===== config.mk =====
export PLATFORM = sky130hd
export DESIGN_NAME = icap_channel
export DESIGN_NICKNAME = d
export VERILOG_FILES = /design/src/rtl/icap_pkg.sv /design/src/rtl/icap_filter.sv /design/src/rtl/icap_edge_div.sv /design/src/rtl/icap_store.sv /design/src/rtl/icap_channel.sv
export SDC_FILE = /design/constraint.sdc
export NUM_CORES = 1
export LEC_CHECK = 0
export ABC_AREA = 1
export BUFFER_PORTS_ARGS = -buffer_cell sky130_fd_sc_hd__buf_4
export CORE_AREA = 2 2 95 74
export CTS_BUF_LIST = sky130_fd_sc_hd__clkbuf_8
export DETAILED_ROUTE_END_ITERATION = 16
export DIE_AREA = 0 0 97 76
export PLACE_DENSITY_LB_ADDON = 0.25
export SLEW_MARGIN = 5
export SYNTH_ARGS = -nofsm -noshare
export SYNTH_HDL_FRONTEND = slang
export SYNTH_SLANG_ARGS = --single-unit

===== constraint.sdc =====
create_clock -name clk -period 1.9 [get_ports clk]
set_clock_uncertainty 0.05 [all_clocks]
set_input_delay 0.285 -clock clk [delete_from_list [all_inputs] [get_ports clk]]
set_output_delay 0.285 -clock clk [all_outputs]
set_load 0.03 [all_outputs]

===== src/rtl/icap_pkg.sv =====
package icap_pkg;

  typedef enum logic [1:0] {
    EDGE_RISE = 2'b00,
    EDGE_FALL = 2'b01,
    EDGE_RSVD = 2'b10,
    EDGE_BOTH = 2'b11
  } edge_sel_e;

  // Consecutive samples needed for each filter code (code 0 = bypass).
  function automatic logic [3:0] flt_len(input logic [3:0] code);
    case (code)
      4'd0:                flt_len = 4'd1;
      4'd1:                flt_len = 4'd2;
      4'd2:                flt_len = 4'd4;
      4'd3:                flt_len = 4'd8;
      4'd4, 4'd6, 4'd8:    flt_len = 4'd6;
      4'd10, 4'd13:        flt_len = 4'd5;
      4'd11, 4'd14:        flt_len = 4'd6;
      default:             flt_len = 4'd8;
    endcase
  endfunction

  // Core cycles between filter samples.
  function automatic logic [7:0] flt_period(input logic [3:0] code, input logic [1:0] sdiv);
    logic [7:0] dts;
    logic [7:0] ext;
    dts = (sdiv == 2'b01) ? 8'd2 : (sdiv == 2'b10) ? 8'd4 : 8'd1;
    if (code < 4'd6)       ext = 8'd2;
    else if (code < 4'd8)  ext = 8'd4;
    else if (code < 4'd10) ext = 8'd8;
    else if (code < 4'd13) ext = 8'd16;
    else                   ext = 8'd32;
    if (code < 4'd4) flt_period = 8'd1;
    else             flt_period = dts * ext;
  endfunction

  function automatic logic [3:0] evt_ratio(input logic [1:0] sel);
    evt_ratio = 4'd1 << sel;
  endfunction

  function automatic logic edge_hit(input logic [1:0] sel, input logic rise, input logic fall);
    case (edge_sel_e'(sel))
      EDGE_RISE: edge_hit = rise;
      EDGE_FALL: edge_hit = fall;
      EDGE_BOTH: edge_hit = rise | fall;
      default:   edge_hit = 1'b0;
    endcase
  endfunction

endpackage


===== src/rtl/icap_filter.sv =====
module icap_filter #(
  parameter int SYNC_STAGES = 2
) (
  input  logic       clk,
  input  logic       rst_n,
  input  logic       pin_i,
  input  logic [3:0] code_i,
  input  logic [1:0] sdiv_i,
  output logic       lvl_o,
  output logic       tick_o
);
  import icap_pkg::*;

  logic [SYNC_STAGES-1:0] sync_q;
  logic                   smp;
  logic [7:0]             tick_cnt;
  logic [7:0]             period;
  logic [3:0]             run_q;
  logic [3:0]             need;

  assign smp    = sync_q[SYNC_STAGES-1];
  assign period = flt_period(code_i, sdiv_i);
  assign need   = flt_len(code_i);
  assign tick_o = (tick_cnt >= period - 8'd1);

  generate
    if (SYNC_STAGES == 1) begin : g_sync1
      always_ff @(posedge clk or negedge rst_n)
        if (!rst_n) sync_q <= '0;
        else        sync_q <= pin_i;
    end else begin : g_syncn
      always_ff @(posedge clk or negedge rst_n)
        if (!rst_n) sync_q <= '0;
        else        sync_q <= {sync_q[SYNC_STAGES-2:0], pin_i};
    end
  endgenerate

  always_ff @(posedge clk or negedge rst_n) begin
    if (!rst_n)      tick_cnt <= '0;
    else if (tick_o) tick_cnt <= '0;
    else             tick_cnt <= tick_cnt + 8'd1;
  end

  always_ff @(posedge clk or negedge rst_n) begin
    if (!rst_n) begin
      lvl_o <= 1'b0;
      run_q <= '0;
    end else if (code_i == 4'd0) begin
      lvl_o <= smp;
      run_q <= '0;
    end else if (tick_o) begin
      if (smp == lvl_o) begin
        run_q <= '0;
      end else if (run_q + 4'd1 >= need) begin
        lvl_o <= smp;
        run_q <= '0;
      end else begin
        run_q <= run_q + 4'd1;
      end
    end
  end

endmodule


===== src/rtl/icap_edge_div.sv =====
module icap_edge_div (
  input  logic       clk,
  input  logic       rst_n,
  input  logic       lvl_i,
  input  logic [1:0] edge_sel_i,
  input  logic [1:0] evt_div_i,
  input  logic       en_i,
  output logic       edge_o,
  output logic       fire_o
);
  import icap_pkg::*;

  logic       lvl_d;
  logic [2:0] evt_cnt;
  logic       last_of_group;

  assign edge_o        = edge_hit(edge_sel_i, lvl_i & ~lvl_d, ~lvl_i & lvl_d);
  assign last_of_group = ({1'b0, evt_cnt} >= evt_ratio(evt_div_i) - 4'd1);
  assign fire_o        = en_i & edge_o & last_of_group;

  always_ff @(posedge clk or negedge rst_n) begin
    if (!rst_n) lvl_d <= 1'b0;
    else        lvl_d <= lvl_i;
  end

  always_ff @(posedge clk or negedge rst_n) begin
    if (!rst_n)              evt_cnt <= '0;
    else if (!en_i)          evt_cnt <= '0;
    else if (edge_o) begin
      if (last_of_group)     evt_cnt <= '0;
      else                   evt_cnt <= evt_cnt + 3'd1;
    end
  end

endmodule


===== src/rtl/icap_store.sv =====
module icap_store #(
  parameter int CNT_W = 16
) (
  input  logic             clk,
  input  logic             rst_n,
  input  logic [CNT_W-1:0] cnt_i,
  input  logic             cap_evt_i,
  input  logic             rd_i,
  input  logic             clr_flag_i,
  input  logic             clr_ovr_i,
  output logic [CNT_W-1:0] val_o,
  output logic             flag_o,
  output logic             ovr_o
);

  always_ff @(posedge clk or negedge rst_n) begin
    if (!rst_n)         val_o <= '0;
    else if (cap_evt_i) val_o <= cnt_i;
  end

  always_ff @(posedge clk or negedge rst_n) begin
    if (!rst_n)                  flag_o <= 1'b0;
    else if (cap_evt_i)          flag_o <= 1'b1;
    else if (rd_i || clr_flag_i) flag_o <= 1'b0;
  end

  always_ff @(posedge clk or negedge rst_n) begin
    if (!rst_n)                   ovr_o <= 1'b0;
    else if (cap_evt_i && flag_o) ovr_o <= 1'b1;
    else if (clr_ovr_i)           ovr_o <= 1'b0;
  end

endmodule


===== src/rtl/icap_channel.sv =====
module icap_channel #(
  parameter int CNT_W       = 16,
  parameter int SYNC_STAGES = 2
) (
  input  logic             clk,
  input  logic             rst_n,
  input  logic [CNT_W-1:0] cnt_i,
  input  logic             pin_i,
  input  logic [3:0]       filt_code_i,
  input  logic [1:0]       smp_div_i,
  input  logic [1:0]       edge_sel_i,
  input  logic [1:0]       evt_div_i,
  input  logic             cap_en_i,
  input  logic             sw_cap_i,
  input  logic             rd_cap_i,
  input  logic             clr_cap_flag_i,
  input  logic             clr_ovr_flag_i,
  output logic [CNT_W-1:0] cap_val_o,
  output logic             cap_flag_o,
  output logic             ovr_flag_o
);

  logic filt_lvl;
  logic smp_tick;
  logic filt_edge;
  logic evt_fire;
  logic cap_evt;

  icap_filter #(.SYNC_STAGES(SYNC_STAGES)) u_filter (
    .clk    (clk),
    .rst_n  (rst_n),
    .pin_i  (pin_i),
    .code_i (filt_code_i),
    .sdiv_i (smp_div_i),
    .lvl_o  (filt_lvl),
    .tick_o (smp_tick)
  );

  icap_edge_div u_edge (
    .clk        (clk),
    .rst_n      (rst_n),
    .lvl_i      (filt_lvl),
    .edge_sel_i (edge_sel_i),
    .evt_div_i  (evt_div_i),
    .en_i       (cap_en_i),
    .edge_o     (filt_edge),
    .fire_o     (evt_fire)
  );

  assign cap_evt = evt_fire | (sw_cap_i & cap_en_i);

  icap_store #(.CNT_W(CNT_W)) u_store (
    .clk        (clk),
    .rst_n      (rst_n),
    .cnt_i      (cnt_i),
    .cap_evt_i  (cap_evt),
    .rd_i       (rd_cap_i),
    .clr_flag_i (clr_cap_flag_i),
    .clr_ovr_i  (clr_ovr_flag_i),
    .val_o      (cap_val_o),
    .flag_o     (cap_flag_o),
    .ovr_o      (ovr_flag_o)
  );

endmodule


# Word-level counts from Yosys, hierarchy flattened

Memory sizes are Yosys's and may differ from the RTL's.
Cells that the tools add are included.

Bits in registers: 37
Latch bits: 0
Output and inout bits: 18
Input port bits: 34
Memory bits (writable): 0
Memories kept: 1
Memory bits (read-only): 64

Shifts and indexed selects: 1
Add/sub/neg operators: 5
Reductions and logical operators: 9
Equal/unequal tests: 7
Mux-type cells: 24
$lt $le $gt $ge: 8
Divide/modulo/power cells: 0
Bitwise gates (word level): 9
Multipliers: 1

Memories:

| memory          | depth | bits a word | rd ports | clocked after memory_dff | wr ports | line           | text |
|---|---|---|---|---|---|---|---|
| (no name shown) | 16    | 4           | 1        | 0                        | 0        | icap_pkg.sv:12 | `case (code)` |

Operators with widths:

| kind                                                       | number |
|---|---|
| two-way mux 8 bit                                          | 6 |
| two-way mux 4 bit                                          | 4 |
| less-than comparator 4 bit, second input constant          | 3 |
| two-way mux 3 bit                                          | 4 |
| adder 8 x 1 -> 8 bit, second input constant                | 1 |
| greater-or-equal comparator 8 bit                          | 1 |
| less-than comparator 4 x 3 -> 1 bit, second input constant | 2 |
| multiplier 8 x 8 -> 8 bit                                  | 1 |
| two-way mux 1 bit                                          | 8 |
| nonzero test 2 bit                                         | 4 |
| subtractor 8 x 1 -> 8 bit, second input constant           | 1 |
| two-way mux 6 bit                                          | 1 |
| bitwise AND 1 bit                                          | 5 |
| adder 4 x 1 -> 4 bit, second input constant                | 1 |
| == test 2 x 1 -> 1 bit, second input constant              | 2 |
| == test 2 bit, second input constant                       | 2 |
| greater-or-equal comparator 3 x 4 -> 1 bit                 | 1 |
| greater-or-equal comparator 4 bit                          | 1 |
| zero test 4 bit                                            | 1 |
| inequality test 2 x 1 -> 1 bit, second input constant      | 2 |
| << shifter 1 x 2 -> 4 bit, first input constant            | 1 |
| subtractor 4 x 1 -> 4 bit, second input constant           | 1 |
| adder 3 x 1 -> 3 bit, second input constant                | 1 |
| case mux 1 bit (3 select lines)                            | 1 |
| 7 further kinds                                            | 9 |

# Logic depth before layout (Yosys ltp)

Depth after elaboration: 11
Mapped depth: 30
Mapped depth without buffers: 30

# Cells and area by module

A second synthesis with hierarchy kept.

Cell total of the unflattened synthesis: 375
Area total of the unflattened synthesis: 2,847.7 µm²

Modules (own cells, without submodules):

| module        | times used | cells each | area each (µm²) |
|---|---|---|---|
| icap_filter   | 1          | 247        | 1,762.9 |
| icap_store    | 1          | 76         | 713.2 |
| icap_edge_div | 1          | 49         | 360.3 |
| icap_channel  | 1          | 3          | 11.3 |

# Least setup slack after synthesis

Ideal clock, no wire load.

Path type: in2reg
Start point: input filt_code_i[1]
End point: register u_filter.tick_cnt[3]
Slack: -2,439 ps
Data arrival time: 4,199 ps
Stages on the path: 23
Library setup time: 90 ps
Path buffers: 0
Path through: inv_1 -> ha_1 -> nor2_1 -> nand2_1 -> nand4_1 -> fa_1 -> inv_1 -> ha_1 -> ha_1 -> ha_1 -> fa_1 -> or2_2 -> nand3_2 -> nand3_2 -> nor2_2 -> inv_1 -> nand2_1 -> nand2_1 -> ha_1 -> a21o_1 -> nor2_1 -> nand3_1 -> nor3b_1

Cells in the longest elaborated chain, start to end: 10
Elaborated cells on any way between the ends: 14
Classes of those cells: add/sub (1); mul (1); order compare (6); mux (6)

RTL lines:

| element                             | line              | text |
|---|---|---|
| start, declared                     | icap_channel.sv:9 | `input logic [3:0] filt_code_i,` |
| less-than comparator 4 bit          | icap_pkg.sv:32    | `else if (code < 4'd13) ext = 8'd16;` |
| two-way mux 6 bit                   | icap_pkg.sv:32    |  |
| two-way mux 8 bit                   | icap_pkg.sv:31    | `else if (code < 4'd10) ext = 8'd8;` |
| two-way mux 8 bit                   | icap_pkg.sv:30    | `else if (code < 4'd8) ext = 8'd4;` |
| two-way mux 8 bit                   | icap_pkg.sv:29    | `if (code < 4'd6) ext = 8'd2;` |
| multiplier 8 x 8 -> 8 bit           | icap_pkg.sv:35    | `else flt_period = dts * ext;` |
| two-way mux 8 bit *                 | icap_pkg.sv:34    | `if (code < 4'd4) flt_period = 8'd1;` |
| subtractor 8 x 1 -> 8 bit *         | icap_filter.sv:24 | `assign tick_o = (tick_cnt >= period - 8'd1);` |
| greater-or-equal comparator 8 bit * | icap_filter.sv:24 |  |
| two-way mux 8 bit *                 | icap_filter.sv:40 | `else if (tick_o) tick_cnt <= '0;` |
| end signal, assigned                | icap_filter.sv:41 | `else tick_cnt <= tick_cnt + 8'd1;` |
| end, declared                       | icap_filter.sv:16 | `logic [7:0] tick_cnt;` |

Mark *: on every way between the ends. The rest lies on a longest branch, timed or not.
A chain may end at the register's enable or synchronous reset.

# Worst setup path after layout

Start point: input filt_code_i[1]
End point: register u_filter.run_q[3]

Cells in the longest elaborated chain, start to end: 10
Elaborated cells on any way between the ends: 21
Classes of those cells: add/sub (1); mul (1); order compare (7); mux (9); reduce/logical (2); memory (1)

RTL lines:

| element                             | line              | text |
|---|---|---|
| less-than comparator 4 bit          | icap_pkg.sv:32    |  |
| two-way mux 6 bit                   | icap_pkg.sv:32    |  |
| two-way mux 8 bit                   | icap_pkg.sv:31    |  |
| two-way mux 8 bit                   | icap_pkg.sv:30    |  |
| two-way mux 8 bit                   | icap_pkg.sv:29    |  |
| multiplier 8 x 8 -> 8 bit           | icap_pkg.sv:35    |  |
| two-way mux 8 bit                   | icap_pkg.sv:34    |  |
| subtractor 8 x 1 -> 8 bit           | icap_filter.sv:24 |  |
| greater-or-equal comparator 8 bit   | icap_filter.sv:24 |  |
| nonzero test 2 bit (no source line) | --                |  |
| end signal, assigned                | icap_filter.sv:58 | `run_q <= run_q + 4'd1;` |
| end, declared                       | icap_filter.sv:18 | `logic [3:0] run_q;` |

Parallel ways exist; a longest one is shown, timed or not. The select of a mux whose other input is x is not followed.

==> results.ini <==
[synthesis]
yosysWarnings=0
synth.top_cell.area_share=0.331
synth.area.top_cells=dfrtp_1, ha_1, nand2_1
ys.flop_type=dfrtp_1
synth_commonest_cells=nand2_1, inv_1, ha_1
synth_top_area_cell=dfrtp_1
synth.yosys.seq_area_share=0.331
ys_ff_latch=37
synthCells=357
synth.distinct_cells=32
synth_edf_count=0
syn_nets=435
synth_most_common_cell=nand2_1
syn_area_um2=2800
async_reset_ff_frac=1.00
synth_area_per_cell_um2=7.84

[grt]
grt_pass1_wl_mm=10.2
grt_util_all_layers=0.164
grt_pass1_vias=2449
grt_max_degree=38
antenna_found_initial=0
overflow=0

[floorplan]
die_area_um2=7370
die_w_um=97
rows=26
ioPinCount=52
die_y_um=76
core-area_um2=6540
start_util=0.428

[layout]
final_area_um2=3930
drive_gt1_frac=0.337
areaGrowthSynthToFinish_pct=40.2
nets=529
post_layout_nonfiller_instances=535
num_antenna_cells=0
final_util=0.600

[power]
pwr-share-seq=0.338
clkPwrFrac=0.187
peakVddDrop_mv=0.701
swShare=0.395
cellLeakagePower_nw=2.14
powerDensity_nw_per_um2=868
p_switching_mw=1.35
comb_power_share=0.475
intPower_mw=2.06

[critical_path]
crit_buf_inv=4
path_class=in -> reg
cp.arrival_ns=4.15
slowest_stage=fa_1
crit_family=adder cells
start_kind=input port
cpMostUsedCell=ha_4
rrSetupSlack_ns=0
cp_max_fo=6
cp-end-kind=register
cp.required_ns=2.02
max_stage_delay_ns=0.51

[routing]
wl_per_cell_um=11.0
vias=2533
drc_errors=0
vias_per_cell=4.73
wl_met2_mm=2.92
ant_nets=0
wl_met3_um=203
drt_pre_antenna_iters=6
first_iter_violations=94
highest_layer=met4
met1_length_mm=2.76
postRouteWirelength_mm=5.91

[hold_path]
hold_path.class=in -> reg

[place]
hpwl_mm=4.42
gp_congestion=0.806
dpl_cell_area_um2=3590
dp.cells=524
portBuffers=51

[outcome]
violations=setup timing
status=complete, but fails checks

[cts]
cts_max_level=2
clkLatencyLatePin_ns=0.28
clockRootBuffer=clkbuf_8
cts_sinks=37
path_clk_slew_ns=0.07
cts_buffers=5
cts_tree=done
clockBufferDepth=2

[timing]
slew_headroom=0.689
period_needed_ns=4.03
hold_viol=0
tightest_slew_ns=0.467
rsz0062_at_grt=true
setup_ws_ns=-2.13
slew_violations=0
fin_crit_sh=2.12
setup_violations=13
fmax_mhz=248

[run]
drv_cap=0

-- stage by stage --
stage	setup slack (ns)	TNS (ns)	power, mW	hold WS, ns
floorplan	-2.20	-27.53	2.16	-0.0606
global placement	-2.51	-32.72	2.61	0.222
detailed placement	-2.60	-34.30	2.66	0.224
CTS	-2.11	-26.58	3.34	0.0455
global route	-2.27	-28.26	3.71	0.0303
finish	-2.13	-26.46	3.41	0.0590
-- cells by family after synthesis --
family | count (synthesis) | share of synthesized area
DFF | 37 | 0.331
and+or+nand+nor | 190 | 0.307
xor gates and xnor gates | 8 | 0.0250
buffers and inverters | 55 | 0.0822
adders and majority gates | 44 | 0.205
muxes | 1 | 0.00357
AOI/OAI and AO/OA | 22 | 0.0474
-- sequential cells by signal, summed over array words and instances, names as in the netlist --
signal             flops
u_filter.run_q         4
u_store.val_o         16
u_store.ovr_o          1
u_filter.sync_q        2
u_edge.evt_cnt         3
u_filter.tick_cnt      8
u_filter.lvl_o         1
u_edge.lvl_d           1
u_store.flag_o         1
-- layer usage --
metal / global-route usage / vias to the layer above
met1: 0.216 / 1167
met4: 0.0268 / 0
met3: 0.0431 / 2
met5: 0 / -
met2: 0.277 / 29
li1: - / 1335
-- cell type report --
| cell class | count | area (µm²) |
|---|---|---|
| fillers | 554 | 2610 |
| multi-input cells | 265 | 1870 |
| flip-flops and latches | 37 | 926 |
| repair buffers | 92 | 726 |
| inverters | 50 | 198 |
| well taps | 84 | 105 |
| clock buffers | 5 | 68.8 |
| clock inverters | 2 | 35.0 |
-- path summary, 6_finish.rpt --
path                                         start                 end  cells after the start
max in group asynchronous                    rst_n   u_store.val_o[15]                      2
worst min register to register  u_filter.sync_q[0]  u_filter.sync_q[1]                      0
worst max register to register   u_filter.run_q[0]   u_filter.run_q[0]                      9
min in group asynchronous                    rst_n    u_store.val_o[4]                      2
worst min-delay path                         pin_i  u_filter.sync_q[0]                      1
worst max-delay path                filt_code_i[1]   u_filter.run_q[3]                     25
-- cells in the final DEF (no fill, tap or decap), types with 2 or more instances in the layout --
cell type   n
a21o_1      2
a21oi_1     8
buf_12      2
buf_4      87
buf_6       2
clkbuf_8    5
dfrtp_1    37
fa_1        2
ha_1       31
ha_4        9
inv_1      39
inv_2       9
nand2_1    91
nand2_2     5
nand2_4     2
nand3_1    31
nand3_2     6
nand3_4     2
nand4_1     8
nor2_1     26
nor2_2      4
nor2_4      6
nor3b_1     2
o21ai_0     6
o21bai_1    2
or2_2       2
xor2_1      7
-- power groups by stage --
stage          Combinational [mW]  Sequential, mW  Clock (mW)
2_1_floorplan               0.878            1.29           0
3_3_place_gp                 1.45            1.15           0
3_5_place_dp                 1.50            1.16           0
4_1_cts                      1.54            1.15       0.661
5_1_grt                      1.82            1.18       0.702
6_report                     1.62            1.15       0.638
-- repair_timing --
| action | 4_1_cts | 5_1_grt |
|---|---|---|
| pin swaps | 19 | 23 |
| gates resized for setup | 12 | 29 |
| endpoints found under the setup margin | 13 | 29 |
| buffers inserted | 1 | 2 |
| hold endpoints to repair | 37 | 0 |
| hold buffers | 1 | 0 |
Power figures use the tool's default switching activity.
